File: src/rtl/cascade_pkg.sv
package cascade_pkg;
   typedef enum logic {
      ROLE_SLAVE  = 1'b0,
      ROLE_MASTER = 1'b1
   } cas_role_e;
endpackage

File: src/rtl/cas_role_sel.sv
module cas_role_sel
   import cascade_pkg::*;
#(
   parameter bit EN_ACTIVE_LOW = 1'b1
) (
   input  logic      cfg_buffered,
   input  logic      cfg_buf_master,
   input  logic      sp_en_in,
   input  logic      drive_bus,
   output cas_role_e role,
   output logic      sp_en_out,
   output logic      sp_en_oe
);
   logic en_assert;

   always_comb begin
      if (cfg_buffered) role = cfg_buf_master ? ROLE_MASTER : ROLE_SLAVE;
      else              role = sp_en_in       ? ROLE_MASTER : ROLE_SLAVE;
   end

   assign en_assert = cfg_buffered & drive_bus;
   assign sp_en_oe  = cfg_buffered;

   generate
      if (EN_ACTIVE_LOW) begin : g_low
         assign sp_en_out = ~en_assert;
      end else begin : g_high
         assign sp_en_out = en_assert;
      end
   endgenerate
endmodule

File: src/rtl/cas_ack_latch.sv
module cas_ack_latch #(
   parameter int ID_W = 3
) (
   input  logic            clk,
   input  logic            rst_n,
   input  logic            ack_start,
   input  logic            ack_active,
   input  logic [ID_W-1:0] ack_idx,
   output logic            win_open,
   output logic [ID_W-1:0] sel_idx
);
   always_ff @(posedge clk or negedge rst_n) begin
      if (!rst_n) begin
         win_open <= 1'b0;
         sel_idx  <= '0;
      end else begin
         win_open <= ack_start | (win_open & ack_active);
         if (ack_start) sel_idx <= ack_idx;
      end
   end
endmodule

File: src/rtl/cas_master_drv.sv
module cas_master_drv #(
   parameter int ID_W = 3,
   localparam int LINES = 1 << ID_W
) (
   input  logic             active,
   input  logic [ID_W-1:0]  sel_idx,
   input  logic [LINES-1:0] slave_map,
   output logic [ID_W-1:0]  cas_out,
   output logic             cas_oe,
   output logic             vec_oe
);
   logic [LINES-1:0] sel_hot;
   logic             has_slave;

   generate
      for (genvar i = 0; i < LINES; i++) begin : g_dec
         assign sel_hot[i] = (sel_idx == ID_W'(i)) & slave_map[i];
      end
   endgenerate

   assign has_slave = |sel_hot;
   assign cas_oe    = active & has_slave;
   assign vec_oe    = active & ~has_slave;
   assign cas_out   = cas_oe ? sel_idx : '0;
endmodule

File: src/rtl/cas_slave_cmp.sv
module cas_slave_cmp #(
   parameter int ID_W = 3
) (
   input  logic            active,
   input  logic [ID_W-1:0] cas_in,
   input  logic [ID_W-1:0] own_id,
   output logic            vec_oe
);
   logic [ID_W-1:0] bit_eq;

   generate
      for (genvar b = 0; b < ID_W; b++) begin : g_cmp
         assign bit_eq[b] = ~(cas_in[b] ^ own_id[b]);
      end
   endgenerate

   assign vec_oe = active & (&bit_eq);
endmodule

File: src/rtl/cascade_ctrl.sv
module cascade_ctrl
   import cascade_pkg::*;
#(
   parameter int ID_W = 3,
   parameter bit EN_ACTIVE_LOW = 1'b1,
   localparam int LINES = 1 << ID_W
) (
   input  logic             clk,
   input  logic             rst_n,
   input  logic             cfg_buffered,
   input  logic             cfg_buf_master,
   input  logic [LINES-1:0] cfg_slave_map,
   input  logic [ID_W-1:0]  cfg_own_id,
   input  logic             sp_en_in,
   output logic             sp_en_out,
   output logic             sp_en_oe,
   input  logic             ack_start,
   input  logic             ack_active,
   input  logic [ID_W-1:0]  ack_idx,
   input  logic             rd_xfer,
   input  logic [ID_W-1:0]  cas_in,
   output logic [ID_W-1:0]  cas_out,
   output logic             cas_oe,
   output logic             data_oe,
   output logic             is_master
);
   generate
      if (ID_W < 1 || ID_W > 4) begin : g_bad_width
         $error("cascade_ctrl: ID_W must lie in 1..4");
      end
   endgenerate

   cas_role_e       role;
   logic            win_open;
   logic [ID_W-1:0] sel_idx;
   logic            m_vec_oe;
   logic            s_vec_oe;
   logic            m_cas_oe;
   logic [ID_W-1:0] m_cas_out;

   cas_role_sel #(.EN_ACTIVE_LOW(EN_ACTIVE_LOW)) u_role (
      .cfg_buffered  (cfg_buffered),
      .cfg_buf_master(cfg_buf_master),
      .sp_en_in      (sp_en_in),
      .drive_bus     (data_oe | rd_xfer),
      .role          (role),
      .sp_en_out     (sp_en_out),
      .sp_en_oe      (sp_en_oe)
   );

   cas_ack_latch #(.ID_W(ID_W)) u_latch (
      .clk       (clk),
      .rst_n     (rst_n),
      .ack_start (ack_start),
      .ack_active(ack_active),
      .ack_idx   (ack_idx),
      .win_open  (win_open),
      .sel_idx   (sel_idx)
   );

   cas_master_drv #(.ID_W(ID_W)) u_mdrv (
      .active   (win_open & (role == ROLE_MASTER)),
      .sel_idx  (sel_idx),
      .slave_map(cfg_slave_map),
      .cas_out  (m_cas_out),
      .cas_oe   (m_cas_oe),
      .vec_oe   (m_vec_oe)
   );

   cas_slave_cmp #(.ID_W(ID_W)) u_scmp (
      .active(win_open & (role == ROLE_SLAVE)),
      .cas_in(cas_in),
      .own_id(cfg_own_id),
      .vec_oe(s_vec_oe)
   );

   assign is_master = (role == ROLE_MASTER);
   assign cas_oe    = m_cas_oe;
   assign cas_out   = m_cas_out;
   assign data_oe   = m_vec_oe | s_vec_oe;
endmodule

File: config.mk
export PLATFORM = sky130hd
export DESIGN_NAME = cascade_ctrl
export DESIGN_NICKNAME = d
export VERILOG_FILES = /design/src/rtl/cascade_pkg.sv /design/src/rtl/cas_role_sel.sv /design/src/rtl/cas_ack_latch.sv /design/src/rtl/cas_master_drv.sv /design/src/rtl/cas_slave_cmp.sv /design/src/rtl/cascade_ctrl.sv
export SDC_FILE = /design/constraint.sdc
export NUM_CORES = 1
export LEC_CHECK = 0
export ABC_AREA = 1
export CORE_AREA = 2 2 39 41
export CTS_BUF_LIST = sky130_fd_sc_hd__clkbuf_8
export DETAILED_ROUTE_END_ITERATION = 10
export DIE_AREA = 0 0 41 43
export PLACE_DENSITY = 0.84
export SYNTH_ARGS = -nofsm -noshare
export SYNTH_HDL_FRONTEND = slang
export SYNTH_HIERARCHICAL = 1
export SYNTH_SLANG_ARGS = --single-unit
File: constraint.sdc
create_clock -name clk -period 3.05 [get_ports clk]
set_input_delay 0.61 -clock clk [delete_from_list [all_inputs] [get_ports clk]]
set_output_delay 0.61 -clock clk [all_outputs]
set_load 0.03 [all_outputs]
; Yosys cells after proc, flatten, opt, wreduce, memory -nomap -nowiden
; Cells that the tools add are included.
[word_totals]
in_bits = 25
wordCells = 43
reg_bits = 4
output_inout_bits = 8
[classes]
eq_ne = 7
reduce_logical = 3
bitwise = 27
muxes = 4
[ops]
columns = operator, count
row1 = $and 1x1->1, 15
row2 = $eq 3x3->1 const B, 4
row3 = $reduce_or 8->1, 1
row4 = $eq 3x2->1 const B, 2
row5 = $not 1->1, 6
row6 = $eq 3x1->1 const B, 1
row7 = $logic_not 3->1, 1
row8 = $mux 1, 3
row9 = $mux 3, 1
row10 = $or 1x1->1, 3
row11 = $reduce_and 3->1, 1
row12 = $xor 1x1->1, 3

; Logic depth before layout (Yosys ltp)
; Gate-level depths: netlist of run 1.
[depth]
depth_word = 9
depth_mapped = 11
ltp_nobuf = 11

; Hierarchy
; The synthesis of run 1 kept the hierarchy.
[modules_own_cells]
columns = mod, seq_area_each_um2, cells_per_inst, n_inst, area_per_inst_um2
row1 = cas_ack_latch, 100.1, 16, 1, 145.1
row2 = cas_master_drv, 0.0, 31, 1, 145.1
row3 = cas_slave_cmp, 0.0, 17, 1, 70.1
row4 = cascade_ctrl, 0.0, 8, 1, 32.5
row5 = cas_role_sel, 0.0, 6, 1, 26.3

; Worst setup path before layout of run 1
; Ideal clock, no wire load.
[synth_path]
path_type = input to output
start = input port cfg_buffered
end = output port cas_out[0]
path_stages = 7
t_required_ns = 2.440
arrival_ns = 1.603
path_buffers = 0
slack_ns = 0.837
cell_sequence = inv_1 nand2_1 nand2_1 nand2_1 inv_1 nand3_2 nor2_1
[synth_via]
elab_chain_cells = 4
[synth_lines]
columns = element, line_no
row1 = start: declaration, cascade_ctrl.sv:10  ; input logic cfg_buffered,
row2 = $mux 1, cas_role_sel.sv:17  ; if (cfg_buffered) role = cfg_buf_master ? ROLE_MASTER : ROLE_SLAVE;
row3 = net is_master, cascade_ctrl.sv:25  ; output logic is_master
row4 = $and 1x1->1, cascade_ctrl.sv:62  ; .active (win_open & (role == ROLE_MASTER)),
row5 = $and 1x1->1, cas_master_drv.sv:22  ; assign cas_oe = active & has_slave;
row6 = $mux 3, cas_master_drv.sv:24  ; assign cas_out = cas_oe ? sel_idx : '0;
row7 = end: declaration, cascade_ctrl.sv:22  ; output logic [ID_W-1:0] cas_out,
; The timed path passes the listed nets, and every way through them passes these cells.

; Worst setup path after layout of run 1
[layout_path]
start = input port cfg_buffered
end = output port sp_en_out
[layout_via]
elab_chain_cells = 8
elab_cells_between_ends = 10
classes_between = 1 x mux / 9 x bitwise
[layout_lines]
columns = element, line_no
row1 = $mux 1, cas_role_sel.sv:17
row2 = $not 1->1, cascade_ctrl.sv:71  ; .active(win_open & (role == ROLE_SLAVE)),
row3 = $and 1x1->1, cascade_ctrl.sv:71
row4 = $and 1x1->1, cas_slave_cmp.sv:17  ; assign vec_oe = active & (&bit_eq);
row5 = net s_vec_oe, cascade_ctrl.sv:37  ; logic s_vec_oe;
row6 = $or 1x1->1, cascade_ctrl.sv:80  ; assign data_oe = m_vec_oe | s_vec_oe;
row7 = $or 1x1->1, cascade_ctrl.sv:45  ; .drive_bus (data_oe | rd_xfer),
row8 = $and 1x1->1, cas_role_sel.sv:21  ; assign en_assert = cfg_buffered & drive_bus;
row9 = $not 1->1, cas_role_sel.sv:26  ; assign sp_en_out = ~en_assert;
row10 = end: declaration, cascade_ctrl.sv:15  ; output logic sp_en_out,
; The timed path passes the listed nets, and every way through them passes these cells.

==> impl_summary.md, run 1 <==
Power and ir drop
Combinational cells account for 37.2% of the total power. The power per unit of standard cell area is 342.4 nW/µm². The largest voltage drop on the vdd net is 0.2994 mV. Of the total power, the share spent switching nets is 28.92%. The leakage power is 0.5205 nW.

The relative contribution of the clock network to total power is 39.7%. The net load switching power is 0.00007991 W. The proportion of power drawn by flip-flops and latches is 23.0%. The internal power of the cells totals 0.0001964 W.

GRT
The largest net degree at the start of global routing is 7. The initial antenna violation count is 0. The wire length of the first global-routing pass is 1600 µm. The via count of the first global-routing pass is 470. The total grt overflow is 0. The overall routing resource usage is 13.62%.

Clock network
The clock net in this run drives a total of 4 sinks. Buffers inserted during clock tree synthesis total 3. The insertion delay to the later sink of the worst-skew pair is 0.22 ns.

Clock-pin slew was measured on the worst setup and hold paths at 0.03 ns. TritonCTS built the clock tree. Buffers inserted to repair hold after CTS numbered 0. The clock tree root buffer cell is clkbuf_8. The number of H-tree levels is 1. No sink is reached through more buffers than the 2 on the longest clock path. Once the clock tree was built, the setup fixing pass inserted 0 buffers.

Flow run
The count of max-cap constraint violations is 0.

Placed design
The pre-CTS setup slack is -0.05497 ns. The congestion estimate from routability-driven global placement came to 0.6630. The half-perimeter wire length of the detailed placement result is 811.4 µm. The placed instance count is 126.

Buffers placed on the I/O ports in this run total 32.

Yosys
The post-synthesis cell type count is 12. In this run the cell area of the synthesized design comes to 419.2 µm². The largest total area in the synthesized netlist belongs to nand2_1.

The sequential fraction of the synthesis area is 23.88%. The post-synthesis sequential element count is 4. The count of yosys warnings during synthesis is 6. The number of cells produced by synthesis is 78. The share of synthesized area in the top cell type comes to 27.76%. Ranked by total cell area, the synthesized netlist is headed by nand2_1 28%, dfrtp_1 24%, inv_1 20%. The number of nets in the synthesized netlist is 103.

The average cell area after synthesis is 5.374 µm².

STA
In this run the tightest slew margin relative to its limit is 78.56%. Summed over all failing endpoints, the final setup total negative slack is 0 ns. The maximum operating frequency is 349.6 MHz. Setup repair after global routing left no endpoint under its margin. The minimum clock period after layout is 2.861 ns.

The number of hold violations in the final report was 0. The share of the cycle needed by the critical path after routing is 93.79%. The worst clock skew on the final layout is 0 ns.

The number of slew-limit violations in the final report is 0. The final setup slack of the worst path is 0.1894 ns. The transition at the pin with the smallest max-transition slack is 0.3211 ns. The worst hold slack after final layout is 0.4860 ns. Setup violations remaining at the end of the flow were counted as 0.

Detailed routing
Summed over all layers, the routed wires come to 956 µm. The average wire per cell in the routed design is 7.411 µm. The first TritonRoute pass finished after 4 iterations.

The number of design rule violations left after detail routing is 0. After the first detailed-routing iteration, the DRC count stood at 4. The count of nets left with antenna violations once routing finished came out at 0. The detailed router placed 512 vias in this run. The via count normalized by instance count is 3.969.

Floorplanning
The number of ports placed on the die boundary is 33. After floorplanning, the core was divided into 14 placement rows. The core area is 1384 µm². The die is 43 µm tall. The die is 41 µm wide.

The die covers 1763 µm². The initial utilization of the core area, before any placement, comes to 30.29%.

Final layout
In the layout the commonest cells are 31 x nand2_1, 26 x clkdlybuf4s50_1, 22 x inv_1, 6 x nor2_1, 6 x nand3_1. The number of antenna diodes in the final layout is 0. The layout net count is 140. From synthesis to final layout, the design area changed by 92.54%.

Fill cells in the final layout number 130. The commonest non-fill, non-tap cell in the layout is nand2_1. The fraction of layout instances using a drive strength above 1 is 10.62%. The number of non-filler instances in the completed layout is 129.

Hold path
The class of the tightest hold or removal check is flop to flop.

Setup path
The dominant cell type by count on the critical path is nand2_1. The type of destination of the critical path is an output port. STA classifies the critical path startpoint as an input pin.

The signal on the critical path passes through clkdlybuf4s50_1 -> inv_1 -> nand2_1 -> nand2_1 -> nor2_1 -> inv_1 -> a21oi_2 -> nand2_1 -> nor2_1 -> nor2_2 -> nand2_1 -> nand2_1 -> dlygate4sd2_1. The classification of the worst setup path is input pin to output port. The delay of the slowest critical-path stage is 0.52 ns.

The cell with the biggest individual delay on the critical path is clkdlybuf4s50_1. In this run the worst path has a maximum fanout of 4. The required arrival time at the worst endpoint is 2.44 ns.

At the worst endpoint, the arrival time is 2.25 ns.

Status
The flow ran to the end, and the final reports show no timing, DRC or antenna violations.
==> worst max-delay path: cells and delay by family <==
family / cells / cell delay [ns]
AOI/OAI and AO/OA: 1 / 0.09
and+or+nand+nor: 8 / 0.56
buffers and inverters: 4 / 0.97
==> power by group through the flow <==
| stage | clock [W] | sequential [W] | combinational (W) |
|---|---|---|---|
| 6_report | 0.000110 | 0.0000636 | 0.000103 |
| 4_1_cts | 0.000113 | 0.0000637 | 0.000105 |
| 5_1_grt | 0.000115 | 0.0000644 | 0.000115 |
| 3_5_place_dp | 0 | 0.0000642 | 0.000105 |
| 3_3_place_gp | 0 | 0.0000640 | 0.000104 |
| 2_1_floorplan | 0 | 0.0000628 | 0.0000531 |
==> synthesized netlist by cell type <==
| cell | number |
|---|---|
| nor2_1 | 6 |
| nand3_2 | 2 |
| a21boi_2 | 1 |
| nand3_1 | 6 |
| inv_2 | 2 |
| buf_4 | 1 |
| inv_1 | 22 |
| or2_0 | 1 |
| nor2_2 | 1 |
| dfrtp_1 | 4 |
| a21oi_2 | 1 |
| nand2_1 | 31 |
==> what timing repair did <==
| item | CTS | global route |
|---|---|---|
| gates cloned | 0 | 0 |
| setup endpoints to repair | 1 | 4 |
| gates resized for setup | 1 | 4 |
==> metrics by stage <==
stage               total power [W]  util, %  instance area, µm²
CTS                       0.0002819    57.59               797.0
detailed placement        0.0001694    54.70               757.0
finish                    0.0002763    58.32               807.0
floorplan                 0.0001159        -               419.2
global route              0.0002943    58.32               807.0
global placement          0.0001678    54.70               757.0
==> layer usage <==
layer	vias to the layer above	GRT usage, %	wire length [µm]
li1	296	-	-
met1	195	13.40	379
met2	17	22.19	465
met3	4	2.094	73
met4	0	12.67	38
met5	-	0	0
==> registers in the layout, indices dropped and copies added, names as in the netlist <==
register and flops:
u_latch/win_open 1, u_latch/sel_idx 3
==> kinds of logic after synthesis <==
logic type | share of synthesized area [%]
compound gates | 4.776
flops | 23.88
simple gates | 48.06
buf+inv | 23.29
==> cell type report <==
class	count	area, µm²	area share (%)
Timing Repair Buffer	33	334.1	41.40
Multi-Input combinational cell	49	221.5	27.44
Sequential cell	4	100.1	12.40
Inverter	24	90.09	11.16
Clock buffer	3	41.29	5.116
Tap cell	16	20.02	2.481
==> worst paths after layout <==
check                                   start  slack, ns  cells after the start            endpoint
setup reg to reg           u_latch/sel_idx[2]       2.37                      2  u_latch/sel_idx[2]
max in group asynchronous               rst_n       2.29                      1    u_latch/win_open
hold reg to reg              u_latch/win_open       0.49                      2    u_latch/win_open
setup / recovery                 cfg_buffered       0.19                     13           sp_en_out
hold / removal               u_latch/win_open       0.49                      2    u_latch/win_open
min in group asynchronous               rst_n       0.59                      1  u_latch/sel_idx[0]
Note: power is estimated with default switching activity, not from simulation.
==> run 2, diff against run 1 <==
--- a/config.mk
+++ b/config.mk
@@ -10,7 +10,7 @@
 export CTS_BUF_LIST = sky130_fd_sc_hd__clkbuf_8
 export DETAILED_ROUTE_END_ITERATION = 10
 export DIE_AREA = 0 0 41 43
-export PLACE_DENSITY = 0.84
+export DONT_BUFFER_PORTS = 1
 export SYNTH_ARGS = -nofsm -noshare
 export SYNTH_HDL_FRONTEND = slang
 export SYNTH_HIERARCHICAL = 1
==> run 2 against run 1 <==
  * Combinational power shrank 46%
  * Clock-buffer cell count unchanged
  * Final cell count is 26% lower
  * Non-clock buffer count down 33
  * Fmax grew 26%
  * Cell area shrank 41%
  * Sequential power about the same
  * Die area stayed put
  * Core utilization down 24 points
  * Routed wire length is 12% lower
  * Clock power about the same
  * Critical endpoint is now cas_out[2]
  * Highest routed layer is now met3
==> impl_summary.md, run 2 (synthesized netlist as in run 1, its figures left out) <==
Clock network
The insertion delay to the later sink of the worst-skew pair is 0.21 ns. The number of H-tree levels is 1. The total clock buffers created by CTS is 3.

Counting along the longest clock path gives a buffer depth of 2. Clock tree synthesis selected as its root buffer the cell clkbuf_8. The clock transition at the registers of the reported paths is 0.03 ns. The number of setup buffers added after CTS is 0. The clock drives 4 sinks.

The post-CTS resize count is 0. Hold repair after CTS inserted 0 buffers. TritonCTS built the clock tree.

Power and ir drop
The analysis attributes to net switching a power of 0.00007010 W. The power per unit of standard cell area is 483.1 nW/µm². The fraction of power spent switching nets is 30.68%. The total power is 0.0002285 W. The share of total power dissipated in sequential elements is 27.9%.

The relative contribution of the clock network to total power is 47.8%. Of the total power, combinational logic draws 24.3%. The design internal power is 0.0001584 W. The leakage power is 0.3228 nW. The largest voltage drop on the vdd net is 0.2638 mV.

Final layout
The largest registers in the layout are u_latch/sel_idx (3), u_latch/win_open (1). The area growth from synthesis to layout is 12.84%. The layout net count is 107. u_latch/sel_idx holds more flip-flops than any other register. Leaving out fill and tap cells, the most frequent cell in the layout is nand2_1. Measured on the finished design, the core utilization comes to 34.18%. The register with the most flip-flops in the layout has 3 of them. The fraction of layout instances using a drive strength above 1 is 12.50%. The top cell types in the final layout, fill and taps aside, are 31 x nand2_1, 22 x inv_1, 6 x nor2_1, 6 x nand3_1, 4 x dfrtp_1. The number of antenna diodes in the final layout is 0.

Floorplanning
Measured along the x axis, the die boundary spans 41 µm. During I/O placement, the number of pins put on the boundary was 33. The region available for standard cell placement spans 1384 µm². The vertical die dimension is 43 µm. The initial utilization of the core area, before any placement, comes to 30.29%. The area of the die is 1763 µm². The initialized floorplan defines 14 standard-cell rows.

Detailed routing
The routed wire length is 840 µm. The routed layout has 416 vias. The initial DRC count is 1. The number of design rule violations left after detail routing is 0. In the routed layout, each cell is associated on average with a via count of 4.333. The detail route stage leaves a number of antenna-violating nets equal to 0. The average wire per cell in the routed design is 8.750 µm. Before antenna repair, the detailed router went through 3 iterations.

GRT
Global routing finished with a remaining overflow of 0. The via count of the first global-routing pass was 376. The first global-routing pass estimated 1290 µm of wire. Entering global routing, the biggest net connects 7 pins.

The initial antenna violation count came to 0. The overall routing resource usage is 10.58%.

STA
The relative slew slack is 63.11%. The worst clock skew on the final layout is 0 ns. The number of slew-limit violations in the final report is 0. The transition at the pin with the smallest max-transition slack is 0.5514 ns. Summed over all failing endpoints, the final setup total negative slack is 0 ns. Derived from the worst setup path, the maximum achievable clock frequency is 439.2 MHz. Setup violations remaining at the end of the flow were counted as 0. The minimum clock period after layout is 2.277 ns. Of the available clock period, the critical path in the final layout requires 74.66%. Setup slack closes at 0.7729 ns. Setup repair after global routing left no endpoint under its margin. Across all hold checks on the routed design, the worst slack comes to 0.09170 ns. The number of hold violations in the final report is 0.

Setup path
In this design, the stage delay of the slowest critical-path cell is 0.44 ns. Walking the worst path, the cells encountered are inv_1 -> nand2_1 -> nand2_1 -> nand2_1 -> inv_1 -> nand3_2 -> nor2_1. The worst setup path is of the input pin to output port kind. Among the stages of the critical path, the cell type that occurs most often is nand2_1. Along the worst path, the maximum fanout reaches 4. The category of the worst setup path launch point is an input pin. The reg-to-reg endpoint is u_latch/sel_idx[2]. Setup slack on the worst reg-to-reg path comes out at 2.37 ns. The cell with the biggest individual delay on the critical path is nor2_1. The startpoint identified for the worst register-to-register timing path is u_latch/sel_idx[2]. STA puts the critical path data arrival time at 1.67 ns. STA classifies the critical path endpoint as an output port. The worst register-to-register path has a depth of 2. For the worst setup path, the data required time is 2.44 ns.

Hold path
The class of the tightest hold or removal check is input pin to async pin.

Placed design
Timing analysis after detailed placement gives a worst setup slack of 0.7533 ns. The number of input and output port buffers inserted is 0. The congestion estimate from routability-driven global placement came to 0.6386. The HPWL after detailed placement is 719.8 µm.

Status
The flow ran to the end, and the final reports show no timing, DRC or antenna violations.

Flow run
Max-cap violations in this run came to 0.
## run 2: cell types whose count changed in the layout (fill, tap and decap cells not counted)
| cell | before | now |
|---|---|---|
| clkdlybuf4s50_1 | 26 | 0 |
| dlymetal6s2s_1 | 4 | 0 |
| buf_4 | 2 | 0 |
| dlygate4sd2_1 | 1 | 0 |
## run 2: metal layers
metal | GRT usage, % | wire length, µm | part of all wire, % | up-vias
li1 | - | - | - | 225
met1 | 9.772 | 326 | 39 | 177
met2 | 19.38 | 462 | 55 | 14
met3 | 2.094 | 50 | 6.0 | 0
met4 | 6.000 | 0 | 0 | 0
met5 | 0 | 0 | 0 | -
## run 2: worst max-delay path by stage
stage,slack (ns),startpoint,endpoint
finish,0.77,cfg_buffered,cas_out[2]
global route,0.63,cfg_buffered,sp_en_out
CTS,0.75,cfg_buffered,sp_en_out
detailed placement,0.75,cfg_buffered,cas_out[2]
global placement,0.76,cfg_buffered,sp_en_out
floorplan,0.84,cfg_buffered,cas_out[0]
## run 2: final cells by class
type,instances,area [µm²]
clock buffer,3,41.29
fill,164,910.9
inverter,24,90.09
multi-input combinational,49,221.5
sequential,4,100.1
tap,16,20.02
## run 2: power by group through the flow
stage / sequential [W] / combinational (W) / clock, W
2_1_floorplan: 0.0000628 / 0.0000531 / 0
3_3_place_gp: 0.0000643 / 0.0000554 / 0
3_5_place_dp: 0.0000647 / 0.0000562 / 0
4_1_cts: 0.0000641 / 0.0000565 / 0.000114
5_1_grt: 0.0000647 / 0.0000633 / 0.000118
6_report: 0.0000638 / 0.0000554 / 0.000109
## run 2: critical path, delay by kind of cell
| kind | cells | cell delay, ns |
|---|---|---|
| buffers and inverters | 2 | 0.13 |
| and+or+nand+nor | 5 | 0.92 |
## run 2: per-stage QoR
| stage | instance area [µm²] | instances |
|---|---|---|
| floorplan | 419.2 | 78 |
| detailed placement | 431.7 | 93 |
| finish | 473.0 | 96 |
| CTS | 473.0 | 96 |
| global route | 473.0 | 96 |
| global placement | 431.7 | 93 |
==> run 3, diff against run 2 <==
==> constraint.sdc (replaced) <==
create_clock -name clk -period 2 [get_ports clk]
set_input_delay 0.4 -clock clk [delete_from_list [all_inputs] [get_ports clk]]
set_output_delay 0.4 -clock clk [all_outputs]
set_load 0.03 [all_outputs]
==> run 3 against run 2 <==
  * Cell area rose by 7.7%
  * Die area is the same
  * Sequential power up 52%
  * Routed wire length decreased by 4.9%
  * First-iteration DRC count grew to 5.0 times the previous value
  * Clock skew unchanged
  * Register-to-register slack lost 1.0 ns
  * Critical path depth is 1 higher
  * Clock-buffer cell count did not move
  * Hold slack better by 0.21 ns
  * Power up 57%
  * Clock power up 53%
  * Highest routed layer is now met4
==> impl_summary.md, run 3 (synthesized netlist as in run 1, its figures left out) <==
Status
The run finished with clean final reports.

STA
Setup repair after global routing left no endpoint under its margin. The number of hold violations in the final report is 0. Setup violations remaining at the end of the flow were counted as 0.

The worst clock skew on the final layout is 0 ns. The minimum clock period after layout is 1.824 ns. At the pin with the least slew margin, the transition time is 0.2672 ns.

Summed over all failing endpoints, the final setup total negative slack is 0 ns. The number of slew-limit violations in the final report is 0. The share of the cycle needed by the critical path after routing is 91.19%. The worst hold slack after final layout is 0.2973 ns. Static timing analysis puts the maximum clock frequency at 548.3 MHz. The worst pin sits at a relative slew slack of 82.17%.

Power and ir drop
The power per unit of standard cell area is 702.9 nW/µm². The largest voltage drop on the vdd net is 0.3113 mV. The leakage power is 0.3397 nW. The total power is 0.0003580 W.

Final layout
After the flow finishes, the layout carries non-filler instances totaling 100. The largest registers in the layout are u_latch/sel_idx (3), u_latch/win_open (1). At the end of the flow, the number of nets in the layout was 111. The library cell used most frequently in the layout, excluding fill and tap cells, is nand2_1.

From synthesis to final layout, the design area changed by 21.49%. The library cells used most frequently in the layout, excluding fill and tap cells, are 30 x nand2_1, 21 x inv_1, 6 x nor2_1, 6 x nand3_1. More flip-flops sit in one register than any other, and that register is u_latch/sel_idx.

The number of inserted diodes is 0. The flip-flop count of the largest register after layout is 3. Cells with a size suffix above 1 make up 19.05% of the layout.

Counting the fill cells in the layout gives 166.

GRT
Entering global routing, the biggest net connects 7 pins. Global routing finished with a remaining overflow of 0. The overall routing resource usage is 9.274%. The via count of the first global-routing pass is 339. The initial antenna violation count came to 0. The wire length of the first global-routing pass is 1076 µm.

Clock network
CTS saw 4 sinks. The total clock buffers created by CTS is 3. The number of setup buffers added after CTS is 0. The buffer levels on the longest clock path is 2. The clock tree root buffer cell is clkbuf_8.

After clock tree synthesis, the clock-pin slew on the worst setup and hold paths is 0.03 ns. The number of H-tree levels is 1. TritonCTS built the clock tree.

At the later pin of the worst-skew pair, clock insertion delay measures 0.21 ns.

Flow run
The count of max-cap constraint violations is 0.

Detailed routing
Dividing the detail-routed wire length by the instance count gives 7.990 µm. The number of iterations in the first detailed-routing pass is 2. After detailed routing, the number of remaining DRC violations is 0. The routed design has 799 µm of wire. The first routing iteration left 5 violations. In the routed layout, each cell is associated on average with a via count of 4.240. The post-detailed-route count of antenna-violating nets is 0. Detailed routing inserted a total of 424 vias.

Setup path
At the worst endpoint, the arrival time is 1.42 ns. Walking the worst path, the cells encountered are inv_2 -> or2_0 -> nand2_1 -> nand3_2 -> a21boi_2 -> nor2_2 -> nand2_1 -> nand2_2. The classification of the worst setup path is flop to output port. STA puts the critical path data required time at 1.60 ns. The largest driver fanout on the critical path is 6.

The dominant cell type by count on the critical path is nand2_1. The largest individual stage delay along the critical path comes from the cell dfrtp_2. The worst setup path is captured at an output port. STA classifies the critical path startpoint as a flop. In this design, the stage delay of the slowest critical-path cell is 0.40 ns.

Placed design
The placed instance count is 96. The half-perimeter wire length of the detailed placement result is 702.6 µm. The number of input and output port buffers inserted is 0. The global placer's final weighted congestion is 0.6303.

Floorplanning
The floorplan step defined a core boundary enclosing 1384 µm². The floorplan step set the die height to 43 µm. Once the floorplan was initialized, standard cells occupied 30.29% of the core.

The die covers 1763 µm². The overall die width is 41 µm. The floorplan has 14 rows. The number of ports placed on the die boundary is 33.

Hold path
The worst hold path belongs to the class input pin to flop.
-- run 3: final timing paths --
path	slack [ns]	startpoint	endpoint	cells past startpoint
max	0.18	u_latch/sel_idx[2]	sp_en_out	8
min	0.30	ack_active	u_latch/win_open	2
max reg2reg	1.34	u_latch/sel_idx[2]	u_latch/sel_idx[2]	2
min reg2reg	0.49	u_latch/win_open	u_latch/win_open	2
max in group asynchronous	1.36	rst_n	u_latch/sel_idx[2]	1
min in group asynchronous	0.46	rst_n	u_latch/sel_idx[1]	1
-- run 3: cell type report --
class	count	area, µm²	share of cell area, %
clock buffer	3	41.29	8.108
inverter	24	90.09	17.69
multi-input combinational	49	224.0	43.98
sequential	4	101.3	19.90
tap	16	20.02	3.931
timing repair buffer	4	32.53	6.388
-- run 3: per-layer routing --
layer / wire (µm) / part of all wire, % / global-route usage, %
met1: 296 / 37 / 7.492
met2: 434 / 54 / 15.94
met3: 53 / 6.6 / 1.571
met4: 14 / 1.8 / 10.00
met5: 0 / 0 / 0
-- run 3: worst max-delay path: cells and delay by family, from the launching register on --
| kind | cells | cell delay [ns] |
|---|---|---|
| buffers and inverters | 1 | 0.07 |
| AO/OA/AOI/OAI | 1 | 0.15 |
| AND/OR/NAND/NOR | 6 | 0.59 |
| flip-flops | 1 | 0.40 |
-- run 3: per-stage QoR --
step / util (%) / worst slack, ns / area, µm²
2_1_floorplan: - / 0.2067 / 419.2
3_3_place_gp: 32.82 / 0.3374 / 454.2
3_5_place_dp: 32.82 / 0.3015 / 454.2
4_1_cts: 36.53 / 0.07092 / 505.5
5_1_grt: 36.80 / 0.04593 / 509.2
6_report: 36.80 / 0.1762 / 509.2
-- run 3: repair_timing --
action | in CTS | in global routing
setup endpoints to repair | 0 | 2
resized for setup | 0 | 3
hold endpoints to repair | 4 | 0
hold buffers | 1 | 0
-- run 3: power breakdown --
| part | switching (W) | internal [W] |
|---|---|---|
| sequential | 0.00000844 | 0.0000887 |
| combinational | 0.0000619 | 0.0000316 |
| clock | 0.0000393 | 0.000128 |
| total | 0.000110 | 0.000248 |
